--- config.mk ---
export PLATFORM = sky130hd
export DESIGN_NAME = fmaint_seq
export DESIGN_NICKNAME = d
export VERILOG_FILES = /design/src/rtl/fmaint_pkg.sv /design/src/rtl/fmaint_bus.sv /design/src/rtl/fmaint_timer.sv /design/src/rtl/fmaint_ctrl.sv /design/src/rtl/fmaint_seq.sv
export SDC_FILE = /design/constraint.sdc
export NUM_CORES = 1
export LEC_CHECK = 0
export ABC_AREA = 1
export BUFFER_PORTS_ARGS = -buffer_cell sky130_fd_sc_hd__buf_4
export CAP_MARGIN = 30
export CORE_ASPECT_RATIO = 0.9
export CORE_UTILIZATION = 25
export CTS_CLUSTER_SIZE = 8
export DETAILED_ROUTE_END_ITERATION = 8
export SKIP_CTS_REPAIR_TIMING = 1
export SYNTH_ARGS = -nofsm -noshare
export SYNTH_HDL_FRONTEND = slang
export SYNTH_SLANG_ARGS = --single-unit
export TNS_END_PERCENT = 1
--- constraint.sdc ---
create_clock -name clk -period 4.4 [get_ports clk]
set_clock_uncertainty 0.15 [all_clocks]
set_input_delay 0.88 -clock clk [delete_from_list [all_inputs] [get_ports clk]]
set_output_delay 0.88 -clock clk [all_outputs]
set_load 0.01 [all_outputs]
--- src/rtl/fmaint_pkg.sv ---
package fmaint_pkg;

    localparam int AW = 8;
    localparam int DW = 16;

    localparam logic [AW-1:0] RA_MODE = 8'h18;
    localparam logic [AW-1:0] RA_ADDR = 8'h19;
    localparam logic [AW-1:0] RA_DIN  = 8'h1A;
    localparam logic [AW-1:0] RA_DOUT = 8'h1B;

    typedef enum logic [2:0] {
        OP_MASS  = 3'd0,
        OP_PAGE  = 3'd1,
        OP_WRITE = 3'd2,
        OP_READ  = 3'd3,
        OP_COPY  = 3'd4
    } op_e;

    typedef enum logic [3:0] {
        ST_IDLE, ST_PRE, ST_ADDR, ST_DATA, ST_CMD, ST_WAIT, ST_POST, ST_FETCH
    } st_e;

    // What a request needs beyond the common pre-poll and command write
    typedef struct packed {
        logic       set_addr;
        logic       load_data;
        logic       fixed_wait;
        logic       fetch;
        logic [7:0] code;
    } recipe_t;

    typedef struct packed {
        logic          we;
        logic [AW-1:0] addr;
        logic [DW-1:0] data;
    } acc_t;

    function automatic logic op_legal(logic [2:0] raw);
        return raw <= 3'd4;
    endfunction

    function automatic recipe_t recipe_of(op_e op);
        recipe_t r;
        case (op)
            OP_MASS:  r = '{set_addr: 1'b1, load_data: 1'b0, fixed_wait: 1'b1, fetch: 1'b0, code: 8'h60};
            OP_PAGE:  r = '{set_addr: 1'b1, load_data: 1'b0, fixed_wait: 1'b1, fetch: 1'b0, code: 8'h40};
            OP_WRITE: r = '{set_addr: 1'b1, load_data: 1'b1, fixed_wait: 1'b0, fetch: 1'b0, code: 8'h20};
            OP_READ:  r = '{set_addr: 1'b1, load_data: 1'b0, fixed_wait: 1'b0, fetch: 1'b1, code: 8'h80};
            default:  r = '{set_addr: 1'b0, load_data: 1'b0, fixed_wait: 1'b0, fetch: 1'b0, code: 8'hA0};
        endcase
        return r;
    endfunction

    function automatic logic [DW-1:0] addr_for(op_e op, logic [DW-1:0] a);
        case (op)
            OP_MASS: return '0;
            OP_PAGE: return {a[15:8], 8'h00};
            default: return a;
        endcase
    endfunction

endpackage

--- src/rtl/fmaint_bus.sv ---
module fmaint_bus
    import fmaint_pkg::*;
(
    input  logic          clk,
    input  logic          rst,
    input  logic          start,
    input  acc_t          acc_in,
    output logic          reg_req,
    output logic          reg_we,
    output logic [AW-1:0] reg_addr,
    output logic [DW-1:0] reg_wdata,
    input  logic          reg_ack,
    input  logic [DW-1:0] reg_rdata,
    output logic          fin,
    output logic [DW-1:0] rdata
);

    always_ff @(posedge clk) begin
        if (rst) begin
            reg_req   <= 1'b0;
            reg_we    <= 1'b0;
            reg_addr  <= '0;
            reg_wdata <= '0;
            fin       <= 1'b0;
            rdata     <= '0;
        end else begin
            fin <= 1'b0;
            if (reg_req && reg_ack) begin
                reg_req <= 1'b0;
                fin     <= 1'b1;
                rdata   <= reg_rdata;
            end else if (start && !reg_req) begin
                reg_req   <= 1'b1;
                reg_we    <= acc_in.we;
                reg_addr  <= acc_in.addr;
                reg_wdata <= acc_in.data;
            end
        end
    end

endmodule

--- src/rtl/fmaint_timer.sv ---
module fmaint_timer #(
    parameter int unsigned LEN_A = 200,
    parameter int unsigned LEN_B = 20
) (
    input  logic clk,
    input  logic rst,
    input  logic load,
    input  logic sel_a,
    output logic expire
);

    localparam int unsigned MAXL = (LEN_A > LEN_B) ? LEN_A : LEN_B;
    localparam int TW = $clog2(MAXL + 1);

    logic [TW-1:0] cnt;

    always_ff @(posedge clk) begin
        if (rst) begin
            cnt <= '0;
        end else if (load) begin
            cnt <= sel_a ? TW'(LEN_A) : TW'(LEN_B);
        end else if (cnt != '0) begin
            cnt <= cnt - 1'b1;
        end
    end

    // The last counted cycle: the loaded length spans exactly LEN cycles
    assign expire = (cnt == TW'(1));

endmodule

--- src/rtl/fmaint_ctrl.sv ---
module fmaint_ctrl
    import fmaint_pkg::*;
#(
    parameter int unsigned POLL_MAX = 4096
) (
    input  logic          clk,
    input  logic          rst,
    input  logic          cmd_valid,
    input  logic [2:0]    cmd_op,
    input  logic [DW-1:0] cmd_addr,
    input  logic [DW-1:0] cmd_wdata,
    input  logic          conv_run,
    output logic          busy,
    output logic          done,
    output logic          err_tmo,
    output logic          err_rej,
    output logic [DW-1:0] rd_data,
    output logic          start,
    output acc_t          acc,
    input  logic          fin,
    input  logic [DW-1:0] rdata,
    output logic          tmr_load,
    output logic          tmr_sel_a,
    input  logic          tmr_exp
);

    localparam int PW = $clog2(POLL_MAX + 1);

    st_e           st;
    op_e           op_q;
    logic [DW-1:0] addr_q;
    logic [DW-1:0] wdata_q;
    logic [PW-1:0] polls;
    logic          inflight;
    logic          is_acc;
    logic          poll_last;
    recipe_t       rcp;

    assign rcp       = recipe_of(op_q);
    assign tmr_sel_a = (op_q == OP_MASS);
    assign poll_last = (polls == PW'(POLL_MAX - 1));
    assign is_acc    = (st == ST_PRE) || (st == ST_ADDR) || (st == ST_DATA) ||
                       (st == ST_CMD) || (st == ST_POST) || (st == ST_FETCH);

    always_comb begin
        acc      = '0;
        tmr_load = 1'b0;
        case (st)
            ST_PRE, ST_POST: acc = '{we: 1'b0, addr: RA_MODE, data: '0};
            ST_ADDR:         acc = '{we: 1'b1, addr: RA_ADDR, data: addr_for(op_q, addr_q)};
            ST_DATA:         acc = '{we: 1'b1, addr: RA_DIN,  data: wdata_q};
            ST_CMD: begin
                acc      = '{we: 1'b1, addr: RA_MODE, data: {8'h00, rcp.code}};
                tmr_load = fin && rcp.fixed_wait;
            end
            ST_FETCH:        acc = '{we: 1'b0, addr: RA_DOUT, data: '0};
            default:         acc = '0;
        endcase
        start = is_acc && !inflight;
    end

    always_ff @(posedge clk) begin
        if (rst) begin
            st       <= ST_IDLE;
            op_q     <= OP_MASS;
            addr_q   <= '0;
            wdata_q  <= '0;
            polls    <= '0;
            inflight <= 1'b0;
            busy     <= 1'b0;
            done     <= 1'b0;
            err_tmo  <= 1'b0;
            err_rej  <= 1'b0;
            rd_data  <= '0;
        end else begin
            done <= 1'b0;
            if (start) inflight <= 1'b1;
            if (fin)   inflight <= 1'b0;
            case (st)
                ST_IDLE: begin
                    if (cmd_valid) begin
                        if (conv_run || !op_legal(cmd_op)) begin
                            done    <= 1'b1;
                            err_rej <= 1'b1;
                            err_tmo <= 1'b0;
                        end else begin
                            op_q    <= op_e'(cmd_op);
                            addr_q  <= cmd_addr;
                            wdata_q <= cmd_wdata;
                            polls   <= '0;
                            busy    <= 1'b1;
                            err_rej <= 1'b0;
                            err_tmo <= 1'b0;
                            st      <= ST_PRE;
                        end
                    end
                end
                ST_PRE, ST_POST: begin
                    if (fin) begin
                        if (!rdata[0]) begin
                            polls <= '0;
                            if (st == ST_PRE) begin
                                st <= rcp.set_addr ? ST_ADDR : ST_CMD;
                            end else if (rcp.fetch) begin
                                st <= ST_FETCH;
                            end else begin
                                st   <= ST_IDLE;
                                busy <= 1'b0;
                                done <= 1'b1;
                            end
                        end else if (poll_last) begin
                            err_tmo <= 1'b1;
                            st      <= ST_IDLE;
                            busy    <= 1'b0;
                            done    <= 1'b1;
                        end else begin
                            polls <= polls + 1'b1;
                        end
                    end
                end
                ST_ADDR: begin
                    if (fin) st <= rcp.load_data ? ST_DATA : ST_CMD;
                end
                ST_DATA: begin
                    if (fin) st <= ST_CMD;
                end
                ST_CMD: begin
                    if (fin) begin
                        polls <= '0;
                        st    <= rcp.fixed_wait ? ST_WAIT : ST_POST;
                    end
                end
                ST_WAIT: begin
                    if (tmr_exp) begin
                        st   <= ST_IDLE;
                        busy <= 1'b0;
                        done <= 1'b1;
                    end
                end
                ST_FETCH: begin
                    if (fin) begin
                        rd_data <= rdata;
                        st      <= ST_IDLE;
                        busy    <= 1'b0;
                        done    <= 1'b1;
                    end
                end
                default: st <= ST_IDLE;
            endcase
        end
    end

endmodule

--- src/rtl/fmaint_seq.sv ---
module fmaint_seq
    import fmaint_pkg::*;
#(
    parameter int unsigned CLK_HZ   = 20_000_000,
    parameter int unsigned MASS_MS  = 200,
    parameter int unsigned PAGE_MS  = 20,
    parameter int unsigned POLL_MAX = 4096
) (
    input  logic        clk,
    input  logic        rst,
    input  logic        cmd_valid,
    input  logic [2:0]  cmd_op,
    input  logic [15:0] cmd_addr,
    input  logic [15:0] cmd_wdata,
    input  logic        conv_run,
    output logic        busy,
    output logic        done,
    output logic        err_tmo,
    output logic        err_rej,
    output logic [15:0] rd_data,
    output logic        reg_req,
    output logic        reg_we,
    output logic [7:0]  reg_addr,
    output logic [15:0] reg_wdata,
    input  logic        reg_ack,
    input  logic [15:0] reg_rdata
);

    localparam int unsigned MASS_CYC = CLK_HZ / 1000 * MASS_MS;
    localparam int unsigned PAGE_CYC = CLK_HZ / 1000 * PAGE_MS;

    logic          start;
    acc_t          acc;
    logic          fin;
    logic [DW-1:0] rdata;
    logic          tmr_load;
    logic          tmr_sel_a;
    logic          tmr_exp;

    fmaint_ctrl #(.POLL_MAX(POLL_MAX)) u_ctrl (
        .clk       (clk),
        .rst       (rst),
        .cmd_valid (cmd_valid),
        .cmd_op    (cmd_op),
        .cmd_addr  (cmd_addr),
        .cmd_wdata (cmd_wdata),
        .conv_run  (conv_run),
        .busy      (busy),
        .done      (done),
        .err_tmo   (err_tmo),
        .err_rej   (err_rej),
        .rd_data   (rd_data),
        .start     (start),
        .acc       (acc),
        .fin       (fin),
        .rdata     (rdata),
        .tmr_load  (tmr_load),
        .tmr_sel_a (tmr_sel_a),
        .tmr_exp   (tmr_exp)
    );

    fmaint_bus u_bus (
        .clk       (clk),
        .rst       (rst),
        .start     (start),
        .acc_in    (acc),
        .reg_req   (reg_req),
        .reg_we    (reg_we),
        .reg_addr  (reg_addr),
        .reg_wdata (reg_wdata),
        .reg_ack   (reg_ack),
        .reg_rdata (reg_rdata),
        .fin       (fin),
        .rdata     (rdata)
    );

    fmaint_timer #(.LEN_A(MASS_CYC), .LEN_B(PAGE_CYC)) u_tmr (
        .clk    (clk),
        .rst    (rst),
        .load   (tmr_load),
        .sel_a  (tmr_sel_a),
        .expire (tmr_exp)
    );

endmodule

# Word-level counts from Yosys, hierarchy flattened
# Index checks and enable logic that the tools add are counted.
# op_classes
add_sub_neg	2
n_lt_le_gt_ge	1
eq_ne	26
muxes	56
bitwise_logic	2
reduce_logical	31
# op_table
cell	count
$pmux 25 s5	1
$mux 13	6
$mux 22	3
$pmux 12 s4	1
$mux 4	11
$pmux 13 s3	1
$pmux 16 s2	1
$pmux 4 s7	1
$mux 1	24
$eq 22x1->1 const B	1
$reduce_bool 22->1	1
$sub 22x1->22 const B	1
$reduce_and 9->1	2
$eq 4x3->1 const B	4
$ne 2x1->1 const B	7
$add 13x1->13 const B	1
$eq 13x12->1 const B	1
$mux 3	3
$eq 4x2->1 const B	2
$pmux 1 s4	2
$eq 3x2->1 const B	2
$logic_or 1x1->1	6
$ne 2x2->1 const B	3
$ne 3x2->1 const B	2
19 further kinds	31
# word_totals
reg_bits	138
inputBits	56
out_inout_bits	46
elab_cells	136

# Depth between registers and ports, before layout
# depth
ltp_word	9
depth_mapped	12
depth_no_buf	12

# Cells and area by module
# A second synthesis with hierarchy kept.
# hier_totals
cells_unflattened	976
hier_area_um2	6698.9
# by_module_without_submodules
module	instances	cells_per_inst	area_each_um2	seq_area_each_um2
fmaint_ctrl	1	536	3609.7	1441.4
fmaint_bus	1	237	1710.4	860.8
fmaint_timer	1	203	1378.8	440.4

# Worst setup path before layout
# Ideal clock, no wire load.
# synth_path
path_type	input -> register
start	in cmd_op[0]
end	reg u_ctrl.addr_q[10]
setup_time_ns	0.116
arrival_ns	1.809
required_time_ns	4.134
path_slack_ns	2.325
stages	8
n_path_buf	2
path_cell_list	o21ai_0 nand2_1 nor2_4 inv_2 buf_6 buf_2 nor2_1 nor2_1
# synth_between
elab_chain_len	5
# synth_lines
element	line_no	text
from (decl)	fmaint_seq.sv:12	input logic [2:0] cmd_op,
$le 3x3->1	fmaint_pkg.sv:39	return raw <= 3'd4;
$logic_not 1->1	fmaint_ctrl.sv:82	if (conv_run || !op_legal(cmd_op)) begin
$logic_or 1x1->1	fmaint_ctrl.sv:82	
$not 1->1 (no line)	-	
$reduce_and 3->1 (no line)	-	
to (signal assigned)	fmaint_ctrl.sv:88	addr_q <= cmd_addr;
to (decl)	fmaint_ctrl.sv:31	logic [DW-1:0] addr_q;
# No other way between the ends.
# A chain may end at the register's enable or synchronous reset.

# Final worst setup path
# layout_path
start	in cmd_op[0]
end	reg u_ctrl.op_q[0]
# layout_between
elab_chain_len	5
# layout_lines
element	line_no	text
$le 3x3->1	fmaint_pkg.sv:39	
$logic_not 1->1	fmaint_ctrl.sv:82	
$logic_or 1x1->1	fmaint_ctrl.sv:82	
$not 1->1 (no line)	-	
$reduce_and 3->1 (no line)	-	
to (signal assigned)	fmaint_ctrl.sv:87	op_q <= op_e'(cmd_op);
to (decl)	fmaint_ctrl.sv:30	op_e op_q;
# Parallel ways exist; a longest one is shown, timed or not.

==> impl_metrics.env <==
export IMPL_num_io_pins=102
export IMPL_die_area_um2=24520
export IMPL_clock_latency_ns=0.42
export IMPL_synth_cells=832
export IMPL_drv_slew=0
export IMPL_setup_worst_path_start_class="input port"
export IMPL_initial_utilization_pct=25.52
export IMPL_clockBufferDepth=2
export IMPL_crit_path_end_kind="flop"
export IMPL_drtPass1Iterations=6
export IMPL_fp_dieW_um=164.9
export IMPL_critPathKind="input port to flop"
export IMPL_fin_hold_ws_ns=0.2954
export IMPL_r2r_end="u_ctrl.polls[7]$_SDFFE_PP0P_"
export IMPL_nNetsFinal=979
export IMPL_worst_pin_slew_ns=0.7544
export IMPL_synthesis_area_um2=5973
export IMPL_overflow=0
export IMPL_fmax_ghz=0.3886
export IMPL_cp_max_fo=38
export IMPL_root_buffer="clkbuf_16"
export IMPL_crit_cells=8
export IMPL_cp_startpoint="cmd_op[0]"
export IMPL_synth_edf_count=0
export IMPL_fp_row_count=53
export IMPL_drt_iter0_drc=424
export IMPL_rsz0062_at_grt="no"
export IMPL_finalHoldViolCount=0
export IMPL_clk_transition_reported_paths_ns=0.06
export IMPL_synth_warnings=0
export IMPL_ant_nets=0
export IMPL_die_h_um=148.6
export IMPL_synth_area_leaders="dfxtp_1, nor2_1, nand2_1, o21ai_0, inv_1"
export IMPL_drv_cap=0
export IMPL_tns_ns=0
export IMPL_place_gp_congestion=0.8388
export IMPL_reg2reg_from="u_ctrl.polls[0]$_SDFFE_PP0P_"
export IMPL_gr_usage_all_layers_pct=13.47
export IMPL_io_buffers=97
export IMPL_power_density_nw_per_um2=654.4
export IMPL_ir_drop_mv=0.3559
export IMPL_vias=5502
export IMPL_grt_max_degree=84
export IMPL_setup_viol=0
export IMPL_ys_types=37
export IMPL_ff2ff_setup_slack_ns=1.99
export IMPL_routed_wirelength_um=15950
export IMPL_period_minus_slack_ns=2.573
export IMPL_required_ns=4.53
export IMPL_drive_above_1_share_pct=19.76
export IMPL_vias_per_cell=4.462
export IMPL_hp_class="flop to flop"
export IMPL_tritoncts="done"
export IMPL_endpoint="u_ctrl.op_q[0]$_SDFFE_PP0P_"
export IMPL_critPathMaxStageDelay_ns=0.41
export IMPL_drt_wirelength_per_cell_um=12.94
export IMPL_cellLeakagePower_nw=3.235
export IMPL_yosysTopAreaCellShare_pct=44.24
export IMPL_maxSlewHeadroom_pct=49.71
export IMPL_clock_sinks=132
export IMPL_fin_crit_sh_pct=58.49
export IMPL_cts_buffers=17
export IMPL_avgSynthCellArea_um2=7.179
export IMPL_crit_family="compound AO/OA/AOI/OAI gates"
export IMPL_grt_pass1_wl_um=26120
export IMPL_post_synth_top_area_cell="dfxtp_1"
export IMPL_cp_slowest_cell="o21ai_0"
export IMPL_core_area_um2=23410
export IMPL_dp_hpwl_um=11210
export IMPL_antenna_found_initial=0
export IMPL_synth_seq_area_share_pct=44.24
export IMPL_ys_ff_latch=132
export IMPL_crit_chain="buf_4 -> o21ai_0 -> nand2_1 -> nor2_4 -> buf_4 -> inv_2 -> o21ai_0 -> a21oi_1"
export IMPL_status="complete, no violations"
export IMPL_grt_pass1_vias=5147
export IMPL_arrival_ns=2.71
export IMPL_syn2layout_area_growth_pct=26.54
export IMPL_path_buf_inv=3
export IMPL_drc=0
export IMPL_worst_r2r_cell_count=11
export IMPL_synthArstFlopShare_pct=0
export IMPL_antenna_cells=0
export IMPL_synth_flop_cell="dfxtp_1"
export IMPL_cts_max_level=4
synthesized netlist by cell type, types with 2 or more instances:
library cell / instances
ha_1: 4
nor2_1: 148
a21oi_1: 53
a21oi_2: 9
o21ai_1: 3
o21ai_0: 103
buf_4: 6
nand3_2: 12
a22oi_1: 7
inv_1: 75
nand3b_1: 3
clkbuf_1: 18
nand2_2: 5
buf_6: 2
nand4_1: 7
dfxtp_1: 132
nor4_1: 6
xor2_1: 8
nand2_1: 140
nor3_1: 6
buf_2: 9
or2_2: 4
inv_2: 6
buf_1: 2
xnor2_1: 3
a31oi_1: 12
nor2_2: 7
nand3_1: 33
stage by stage:
stage	util (%)	area (um2)	power [mW]	std cells	setup slack [ns]
3_5_place_dp	29.73	6960	3.532	1202	1.425
6_report	32.29	7559	4.947	1233	1.827
5_1_grt	32.29	7559	5.315	1233	1.670
3_3_place_gp	29.62	6933	3.460	1201	1.516
4_1_cts	32.29	7559	4.976	1233	1.866
2_1_floorplan	-	5984	2.961	835	2.325
logic make-up after synthesis:
family / after synthesis / synth area share [%]
AO/OA/AOI/OAI: 189 / 17.05
XOR/XNOR: 11 / 1.613
adder cells (fa/ha/maj): 4 / 0.8379
buffers and inverters: 120 / 8.567
flip-flops: 132 / 44.24
other: 1 / 0.06278
AND/OR/NAND/NOR: 375 / 27.63
sequential cells by signal, indices dropped and copies added (netlist names), 13 cells and up:
name and flops:
u_bus.reg_wdata 16, u_bus.rdata 16, u_tmr.cnt 22, u_ctrl.addr_q 16, u_ctrl.polls 13, u_ctrl.wdata_q 16
u_ctrl.rd_data 16
cells in the final DEF (no fill, tap or decap), types with 5 or more instances in the layout:
cell,instances
a21oi_1,53
a21oi_2,9
a22oi_1,7
a31oi_1,12
buf_4,103
clkbuf_16,17
dfxtp_1,132
inv_1,74
inv_2,7
nand2_1,140
nand2_2,5
nand3_1,33
nand3_2,12
nand4_1,7
nor2_1,146
nor2_2,9
nor3_1,6
nor4_1,6
o21ai_0,103
xor2_1,8
area by class of cell:
cell class	count	area, um2
sequential	132	2643
tap	302	377.9
clock inverter	13	158.9
fill	2463	15850
clock buffer	18	439.2
multi-input combinational	583	2835
inverter	81	304.0
timing repair buffer	104	800.8
routing by layer:
layer | wire, um | track usage (%) | vias up
li1 | - | - | 2873
met1 | 8213 | 19.26 | 2480
met2 | 6900 | 20.17 | 134
met3 | 687 | 2.928 | 15
met4 | 153 | 3.761 | 0
met5 | 0 | 0 | -
worst min-delay path by stage:
stage	to	slack (ns)	startpoint	cells past startpoint
2_1_floorplan	u_ctrl.rd_data[10]$_SDFFE_PP0P_	0.27	u_bus.rdata[10]$_SDFFE_PP0P_	2
3_3_place_gp	u_ctrl.rd_data[5]$_SDFFE_PP0P_	0.29	u_bus.rdata[5]$_SDFFE_PP0P_	2
3_5_place_dp	u_ctrl.rd_data[2]$_SDFFE_PP0P_	0.29	u_bus.rdata[2]$_SDFFE_PP0P_	2
4_1_cts	u_ctrl.rd_data[5]$_SDFFE_PP0P_	0.30	u_bus.rdata[5]$_SDFFE_PP0P_	2
5_1_grt	u_ctrl.rd_data[5]$_SDFFE_PP0P_	0.32	u_bus.rdata[5]$_SDFFE_PP0P_	2
6_report	u_ctrl.rd_data[5]$_SDFFE_PP0P_	0.30	u_bus.rdata[5]$_SDFFE_PP0P_	2
worst register-to-register path: stages (launching register included):
cell and delay [ns]:
dfxtp_1 0.37, ha_1 0.22, nand2_2 0.07, nor2_2 0.20, nand2_1 0.10, inv_1 0.08, nand2_1 0.08, nor2_2 0.12
nand3_2 0.37, nand2_2 0.37, nand2_1 0.10, a21oi_2 0.12
where the power goes:
part	internal [mW]	switching (mW)	total, mW
Combinational	0.689	1.16	1.85
Clock	0.901	0.533	1.43
Sequential	1.46	0.204	1.67
Total	3.05	1.89	4.95
No activity file was read; power rests on OpenSTA's default activity.
